<file path="config.mk">
export PLATFORM = sky130hd
export DESIGN_NAME = flag_gen
export DESIGN_NICKNAME = d
export VERILOG_FILES = /design/src/rtl/flag_gen_pkg.sv /design/src/rtl/flag_carry.sv /design/src/rtl/flag_ovf.sv /design/src/rtl/flag_sext.sv /design/src/rtl/flag_gen.sv
export SDC_FILE = /design/constraint.sdc
export NUM_CORES = 1
export LEC_CHECK = 0
export BUFFER_PORTS_ARGS = -buffer_cell sky130_fd_sc_hd__buf_2
export CAP_MARGIN = 0
export CORE_ASPECT_RATIO = 1.25
export CORE_MARGIN = 8
export CORE_UTILIZATION = 41
export CTS_CLUSTER_DIAMETER = 200
export DETAILED_ROUTE_END_ITERATION = 10
export GPL_TIMING_DRIVEN = 0
export HOLD_SLACK_MARGIN = 0.1
export PLACE_DENSITY = 0.83
export SLEW_MARGIN = 15
export SYNTH_ARGS = -nofsm -noshare
export SYNTH_HDL_FRONTEND = slang
export SYNTH_SLANG_ARGS = --single-unit
export TNS_END_PERCENT = 100
</file>
<file path="constraint.sdc">
create_clock -name clk -period 2.5 [get_ports clk]
set_clock_uncertainty 0.05 [all_clocks]
set_input_delay 0 -clock clk [delete_from_list [all_inputs] [get_ports clk]]
set_output_delay 0 -clock clk [all_outputs]
set_load 0.005 [all_outputs]
</file>
<file path="src/rtl/flag_gen_pkg.sv">
package flag_gen_pkg;

    typedef enum logic [1:0] {
        OP_ADD  = 2'b00,
        OP_SUB  = 2'b01,
        OP_SBC  = 2'b10,
        OP_HOLD = 2'b11
    } op_e;

    typedef struct packed {
        logic carry;
        logic ovf;
    } flags_t;

endpackage

</file>
<file path="src/rtl/flag_carry.sv">
module flag_carry
    import flag_gen_pkg::*;
#(
    parameter int W = 32
) (
    input  op_e          op,
    input  logic [W-1:0] a,
    input  logic [W-1:0] b,
    input  logic [W-1:0] r,
    input  logic         cin,
    output logic         carry
);
    localparam int XW = W + 1;

    logic [1:0]    top_sum;
    logic [XW-1:0] diff;
    logic          cin_eff;

    always_comb begin
        cin_eff = (op == OP_SBC) ? cin : 1'b0;
        top_sum = {1'b0, a[W-1]} + {1'b0, b[W-1]};
        // Widened difference: its sign bit is the borrow.
        diff    = {1'b0, a} - {1'b0, b} - {{W{1'b0}}, cin_eff};
        unique case (op)
            OP_ADD:         carry = top_sum > {1'b0, r[W-1]};
            OP_SUB, OP_SBC: carry = ~diff[XW-1];
            default:        carry = 1'b0;
        endcase
    end
endmodule

</file>
<file path="src/rtl/flag_ovf.sv">
module flag_ovf
    import flag_gen_pkg::*;
#(
    parameter int W = 32
) (
    input  op_e          op,
    input  logic         a_msb,
    input  logic         b_msb,
    input  logic         r_msb,
    output logic         ovf
);
    logic ab_diff;
    logic ar_diff;

    always_comb begin
        ab_diff = a_msb ^ b_msb;
        ar_diff = a_msb ^ r_msb;
        unique case (op)
            OP_ADD:         ovf = ~ab_diff & ar_diff;
            OP_SUB, OP_SBC: ovf =  ab_diff & ar_diff;
            default:        ovf = 1'b0;
        endcase
    end
endmodule

</file>
<file path="src/rtl/flag_sext.sv">
module flag_sext #(
    parameter int IN_W  = 8,
    parameter int OUT_W = 32
) (
    input  logic [IN_W-1:0]  din,
    output logic [OUT_W-1:0] dout
);
    localparam int FILL_W = OUT_W - IN_W;

    generate
        if (FILL_W > 0) begin : g_fill
            assign dout = {{FILL_W{din[IN_W-1]}}, din};
        end else begin : g_pass
            assign dout = din[OUT_W-1:0];
        end
    endgenerate
endmodule

</file>
<file path="src/rtl/flag_gen.sv">
module flag_gen
    import flag_gen_pkg::*;
#(
    parameter int W      = 32,
    parameter int NARROW_A = 8,
    parameter int NARROW_B = 16
) (
    input  logic         clk,
    input  logic         rst_n,
    input  logic [1:0]   op_sel,
    input  logic         upd,
    input  logic [W-1:0] opa,
    input  logic [W-1:0] opb,
    input  logic [W-1:0] res,
    input  logic         cin,
    output logic         carry_o,
    output logic         ovf_o,
    output logic         carry_q,
    output logic         ovf_q,
    output logic [W-1:0] sext8_o,
    output logic [W-1:0] sext16_o,
    output logic         sign_o
);
    op_e    op;
    logic   carry_new;
    logic   ovf_new;
    flags_t flags_now;
    flags_t flags_d;
    flags_t flags_q;

    assign op = op_e'(op_sel);

    flag_carry #(.W(W)) u_carry (
        .op    (op),
        .a     (opa),
        .b     (opb),
        .r     (res),
        .cin   (cin),
        .carry (carry_new)
    );

    flag_ovf #(.W(W)) u_ovf (
        .op    (op),
        .a_msb (opa[W-1]),
        .b_msb (opb[W-1]),
        .r_msb (res[W-1]),
        .ovf   (ovf_new)
    );

    flag_sext #(.IN_W(NARROW_A), .OUT_W(W)) u_sext_a (
        .din  (opa[NARROW_A-1:0]),
        .dout (sext8_o)
    );

    flag_sext #(.IN_W(NARROW_B), .OUT_W(W)) u_sext_b (
        .din  (opa[NARROW_B-1:0]),
        .dout (sext16_o)
    );

    always_comb begin
        if (op == OP_HOLD) begin
            flags_now = flags_q;
        end else begin
            flags_now.carry = carry_new;
            flags_now.ovf   = ovf_new;
        end
        flags_d = upd ? flags_now : flags_q;
    end

    always_ff @(posedge clk or negedge rst_n) begin
        if (!rst_n) flags_q <= '0;
        else        flags_q <= flags_d;
    end

    assign carry_o = flags_now.carry;
    assign ovf_o   = flags_now.ovf;
    assign carry_q = flags_q.carry;
    assign ovf_q   = flags_q.ovf;
    assign sign_o  = opa[W-1];
endmodule

</file>
==> results.yml, run 1 <==
synth:
  syn_avg_cell_area_um2: 7.23
  synth_top_flop_cell: "dfrtp_1"
  synth_edf_count: 0
  syn_nets: 467
  synthCells: 299
  synth-seq-cells: 2
  synth_area_mm2: 0.00216
  ys_async_sr_fraction_pct: 100
  synth.distinct_cells: 27
  ys_seq_area_share_pct: 2.32
  yosysWarningCount: 0
route:
  wl_met1_mm: 1.97
  dr.first_iter.drc_count: 18
  postRouteAntennaNets: 0
  vias: 2207
  avgRoutedWirePerCell_um: 11.1
  top_layer: "met4"
  met3_wirelength_um: 813
  via_per_inst: 4.35
  dr.pass1.iters: 4
  met2_length_mm: 2.80
  drcViolationCount: 0
  drt_wl_total_mm: 5.61
worst_setup_path:
  r2r-start: "ovf_q$_DFFE_PN0P_"
  r2r_cells: 3
  critPathCapture: "carry_o"
  cpPeakStageDelay_ps: 340
  r2r-end: "ovf_q$_DFFE_PN0P_"
  crit_type: "input port to output port"
  crit_cells: 14
  cp_slowest_cell: "mux2_2"
  cp_top_family: "compound AO/OA/AOI/OAI gates"
  worstSetupEndpointType: "output port"
  crit_chain: "buf_2 > inv_2 > ha_1 > nand2_1 > ha_1 > a21o_1 > ha_1 > a211oi_1 > a211oi_1 > o211ai_1 > a21oi_2 > mux2_2 > nand2_1 > buf_2"
  setup.worst_path.start: "op_sel[0]"
  cp_common_cell: "ha_1"
  reg2reg_slack_ps: 1500
  path_buf_inv: 3
  crit_arrival_ps: 2240
  crit_path_start_kind: "input port"
  cp.required_ps: 2450
  worstPathMaxFanout: 3
floorplanning:
  die_area_mm2: 0.00786
  rows: 29
  io_pins: 171
  fp.dieW_um: 80.9
  start_util_pct: 42.5
  die_h_um: 97.2
  design.core.area_mm2: 0.00508
clock_tree:
  cts-root-buf: "clkbuf_8"
  clock-sinks: 2
  clkLatencyLatePin_ps: 210
  cts_buffers: 3
  clk_path_buf_depth: 2
  cts_tree: "yes"
  cts-htree-levels: 1
layout:
  drive_gt1_share_pct: 48.3
  instances_no_fill: 507
  antenna_cells: 0
  area_growth_pct: 39.5
  finish.net_count: 615
timing:
  hold_viol: 0
  setup_violations: 0
  rsz0062_at_grt: "no"
  finalSetupTns_ps: 0
  max-slew-margin-rel_pct: 69.8
  max_freq_mhz: 436
  post-route-period-util_pct: 91.7
  tightest_slew_ps: 447
  finalMaxSlewViolations: 0
  period_needed_ps: 2290
  whs_ps: 217
global_route:
  grt_pass1_vias: 2313
  gr-usage-all-layers_pct: 13.9
  grt_max_degree: 28
  antenna_found_initial: 0
  grt_pass1_wl_mm: 9.23
  overflow: 0
placement:
  globalplace.congestion: 0.745
  portBuffers: 139
  dpl.hpwl_mm: 5.26
  place_inst: 500
worst_hold_path:
  hold_path_class: "input port to output port"
power:
  ir_worst_vdd_v: 0.000182
  pwr_density_cell_mw_per_mm2: 224
  power.total_mw: 0.676
  cellLeakagePower_nw: 2.01
run:
  maxCapViolCount: 0
outcome:
  status: "completed"
==> cells by family after synthesis <==
family / synth area share, %
fa+ha+maj: 38.6
simple gates: 7.99
flops: 2.32
xor+xnor: 0.811
mux: 1.56
buf+inv: 39.3
compound gates: 9.50
==> layer usage <==
layer / GRT usage (%) / up-vias
met3: 7.04 / 2
met2: 25.9 / 98
met5: 0 / -
met1: 12.7 / 944
met4: 2.90 / 0
li1: - / 1163
==> cell usage after synthesis, types with 2 or more instances <==
cell type / instances / area share, %
o21ai_0: 7 / 1.6
a211oi_1: 3 / 1.0
nand4_1: 3 / 0.87
nand3_1: 3 / 0.69
ha_1: 65 / 38
xnor2_1: 2 / 0.81
a21o_1: 2 / 0.69
nor2_1: 4 / 0.69
nand2_1: 16 / 2.8
inv_1: 96 / 17
mux2_2: 2 / 1.0
buf_4: 65 / 23
dfrtp_1: 2 / 2.3
a21oi_1: 15 / 3.5
and4_1: 2 / 0.81
==> area by class of cell <==
class | count | area, um^2
fillers | 458 | 2060
multi-input cells | 136 | 1260
repair buffers | 143 | 736
plain buffers | 65 | 488
inverters | 96 | 360
well taps | 62 | 77.6
flip-flops and latches | 2 | 50.0
clock buffers | 3 | 41.3
==> timing repair <==
item / CTS / global route
gates resized for setup: 0 / 2
buffers inserted: 0 / 1
hold endpoints to repair: 3 / 0
hold buffers: 3 / 0
setup endpoints to repair: 0 / 1
==> sequential cells by signal (all words and copies together), names as in the netlist <==
signal	count
carry_q	1
ovf_q	1
==> per-stage QoR <==
step | setup WS (ps) | instance area (um^2) | utilization, %
final | 206 | 3020 | 59.4
after global routing | 14.6 | 3020 | 59.4
after CTS | 82.2 | 3010 | 59.2
after detailed placement | 77.5 | 2930 | 57.8
after global placement | 110 | 2930 | 57.8
after floorplan | 555 | 2160 | -
==> tightest hold or removal path, cell delays in order <==
cell	delay [ps]
buf_2	90
buf_4	90
buf_2	90
==> how the worst min path moves through the flow <==
stage,endpoint,from,slack [ps],depth (start not counted)
2_1_floorplan,carry_q$_DFFE_PN0P_,rst_n,-350,0
3_3_place_gp,carry_q$_DFFE_PN0P_,rst_n,-260,1
3_5_place_dp,carry_q$_DFFE_PN0P_,rst_n,-260,1
4_1_cts,sext16_o[13],opa[13],220,3
5_1_grt,sext16_o[13],opa[13],230,3
6_report,sext16_o[13],opa[13],220,3
==> layout by cell type, fill, tap and decap left out, types with 2 or more instances in the layout <==
cell           instances
buf_2                138
inv_1                 95
buf_4                 66
ha_1                  65
nand2_1               16
a21oi_1               15
o21ai_0                7
nor2_1                 4
nand3_1                3
nand4_1                3
a211oi_1               3
clkbuf_8               3
dlygate4sd3_1          3
xnor2_1                2
a21o_1                 2
and4_1                 2
mux2_2                 2
dfrtp_1                2
==> report_power, final <==
group          internal, mW  leakage (nW)  switching [mW]
Sequential           0.0389        0.0259         0.00524
Combinational         0.269          1.96           0.236
Clock                 0.102        0.0216          0.0252
Note: power is estimated with default switching activity, not from simulation.
==> inputs of run 2 (changes only) <==
Settings changed: GPL_TIMING_DRIVEN 0 to unset.
Clock period 2.5 ns to 2.31 ns, I/O delays scaled along.
==> run 2 against run 1 <==
Against the previous run: combinational power is 4.4% lower; register-to-register slack worse by 200 ps; worst hold slack worse by 86 ps; core utilization is 7.7 points lower; largest power group unchanged; highest routed layer unchanged.
==> results.yml, run 2 (synthesized netlist as in run 1, its figures left out) <==
route:
  drt_wl_total_mm: 4.89
  vias: 1979
  drcViolationCount: 0
  dr.first_iter.drc_count: 18
  via_per_inst: 4.45
  postRouteAntennaNets: 0
  avgRoutedWirePerCell_um: 11.0
  dr.pass1.iters: 3
global_route:
  grt_max_degree: 26
  gr-usage-all-layers_pct: 12.2
  grt_pass1_vias: 2143
  overflow: 0
  antenna_found_initial: 0
  grt_pass1_wl_mm: 8.20
worst_setup_path:
  cp_slowest_cell: "mux2_4"
  crit_arrival_ps: 2130
  reg2reg_slack_ps: 1300
  cp.required_ps: 2260
  crit_chain: "buf_2 > ha_4 > nand2_4 > ha_4 > a21o_1 > ha_4 > a211oi_2 > a211oi_2 > o211ai_1 > a21oi_2 > mux2_4 > nand2_2 > buf_6"
  worstPathMaxFanout: 4
  cp_common_cell: "ha_4"
  cpPeakStageDelay_ps: 310
  worstSetupEndpointType: "output port"
  crit_type: "input port to output port"
  crit_path_start_kind: "input port"
clock_tree:
  cts_buffers: 3
  cts-root-buf: "clkbuf_8"
  clock-sinks: 2
  cts_tree: "yes"
  clkLatencyLatePin_ps: 210
  clk_path_buf_depth: 2
  cts-htree-levels: 1
power:
  ir_worst_vdd_v: 0.000179
  pwr-share-seq_pct: 7.2
  power.total_mw: 0.669
  cellLeakagePower_nw: 1.73
  clockPowerShare_pct: 20.6
  sw_frac_of_total_pct: 41.6
  power_switching_mw: 0.278
  pwr_density_cell_mw_per_mm2: 255
  combPwrFrac_pct: 72.1
  power.internal_mw: 0.390
layout:
  instances_no_fill: 445
  most-common-layout-cells: "buf_2, inv_1, ha_1"
  finish.net_count: 553
  drive_gt1_share_pct: 41.8
  antenna_cells: 0
  fin_area_mm2: 0.00262
  utilization_pct: 51.7
  final_common_cell: "buf_2"
  area_growth_pct: 21.4
timing:
  max_freq_mhz: 459
  setup_violations: 0
  period_needed_ps: 2180
  whs_ps: 132
  max-slew-margin-rel_pct: 68.2
  tightest_slew_ps: 470
  hold_viol: 0
  finalMaxSlewViolations: 0
  finalSetupTns_ps: 0
  post-route-period-util_pct: 94.3
  setup_ws_ps: 131
run:
  maxCapViolCount: 0
worst_hold_path:
  hold_path_class: "input port to output port"
floorplanning:
  start_util_pct: 42.5
  io_pins: 171
  rows: 29
  fp.dieW_um: 80.9
  die_h_um: 97.2
  design.core.area_mm2: 0.00508
  die_area_mm2: 0.00786
placement:
  globalplace.congestion: 0.748
  pre_cts_slack_ps: -12.2
  dpl.hpwl_mm: 4.61
  place_inst: 437
  portBuffers: 139
  dpl_cell_area_mm2: 0.00246
outcome:
  status: "completed"
-- run 2: cell types whose count changed in the layout (fill, tap and decap cells not counted), moves of 2 or more --
| cell | change |
|---|---|
| buf_4 | -62 |
| ha_1 | -3 |
| ha_4 | +3 |
| a211oi_1 | -2 |
| a211oi_2 | +2 |
| buf_6 | +2 |
| nand2_1 | -2 |
-- run 2: power groups by stage --
stage	clock network [mW]	registers (mW)	logic (mW)
floorplan	0	0.0473	0.337
global placement	0	0.0473	0.454
detailed placement	0	0.0482	0.468
CTS	0.142	0.0480	0.475
global route	0.146	0.0490	0.568
finish	0.138	0.0484	0.483
-- run 2: metal layers --
layer | global-route usage, % | up-vias | part of all wire (%)
li1 | - | 1034 | -
met1 | 12.1 | 844 | 38
met2 | 23.3 | 97 | 50
met3 | 3.70 | 4 | 11
met4 | 2.48 | 0 | 0.61
met5 | 0 | - | 0
-- run 2: final timing paths --
path                                         from                  end  cells past startpoint
worst max-delay path                    op_sel[1]              carry_o                     13
worst min-delay path                      opa[12]         sext16_o[12]                      2
worst max register to register  ovf_q$_DFFE_PN0P_    ovf_q$_DFFE_PN0P_                      3
worst min register to register  ovf_q$_DFFE_PN0P_    ovf_q$_DFFE_PN0P_                      1
max in group asynchronous                   rst_n  carry_q$_DFFE_PN0P_                      3
min in group asynchronous                   rst_n    ovf_q$_DFFE_PN0P_                      3
-- run 2: cell type report --
class	count	area (um^2)
sequential	2	50.0
clock buffer	3	41.3
multi-input combinational	136	1320
inverter	96	363
tap	62	77.6
fill	488	2460
timing repair buffer	146	768
-- run 2: worst max-delay path: cells and delay by family --
kind | cells | cell delay, ps
compound gates | 5 | 860
fa+ha+maj | 3 | 610
buf+inv | 2 | 230
mux | 1 | 310
simple gates | 2 | 110
-- run 2: repair_timing --
action / 4_1_cts / 5_1_grt
endpoints found under the setup margin: 1 / 1
pin swaps: 1 / 8
resized for setup: 0 / 15
hold endpoints to repair: 3 / 0
setup buffers: 1 / 1
cloned: 0 / 0
hold buffers: 3 / 0
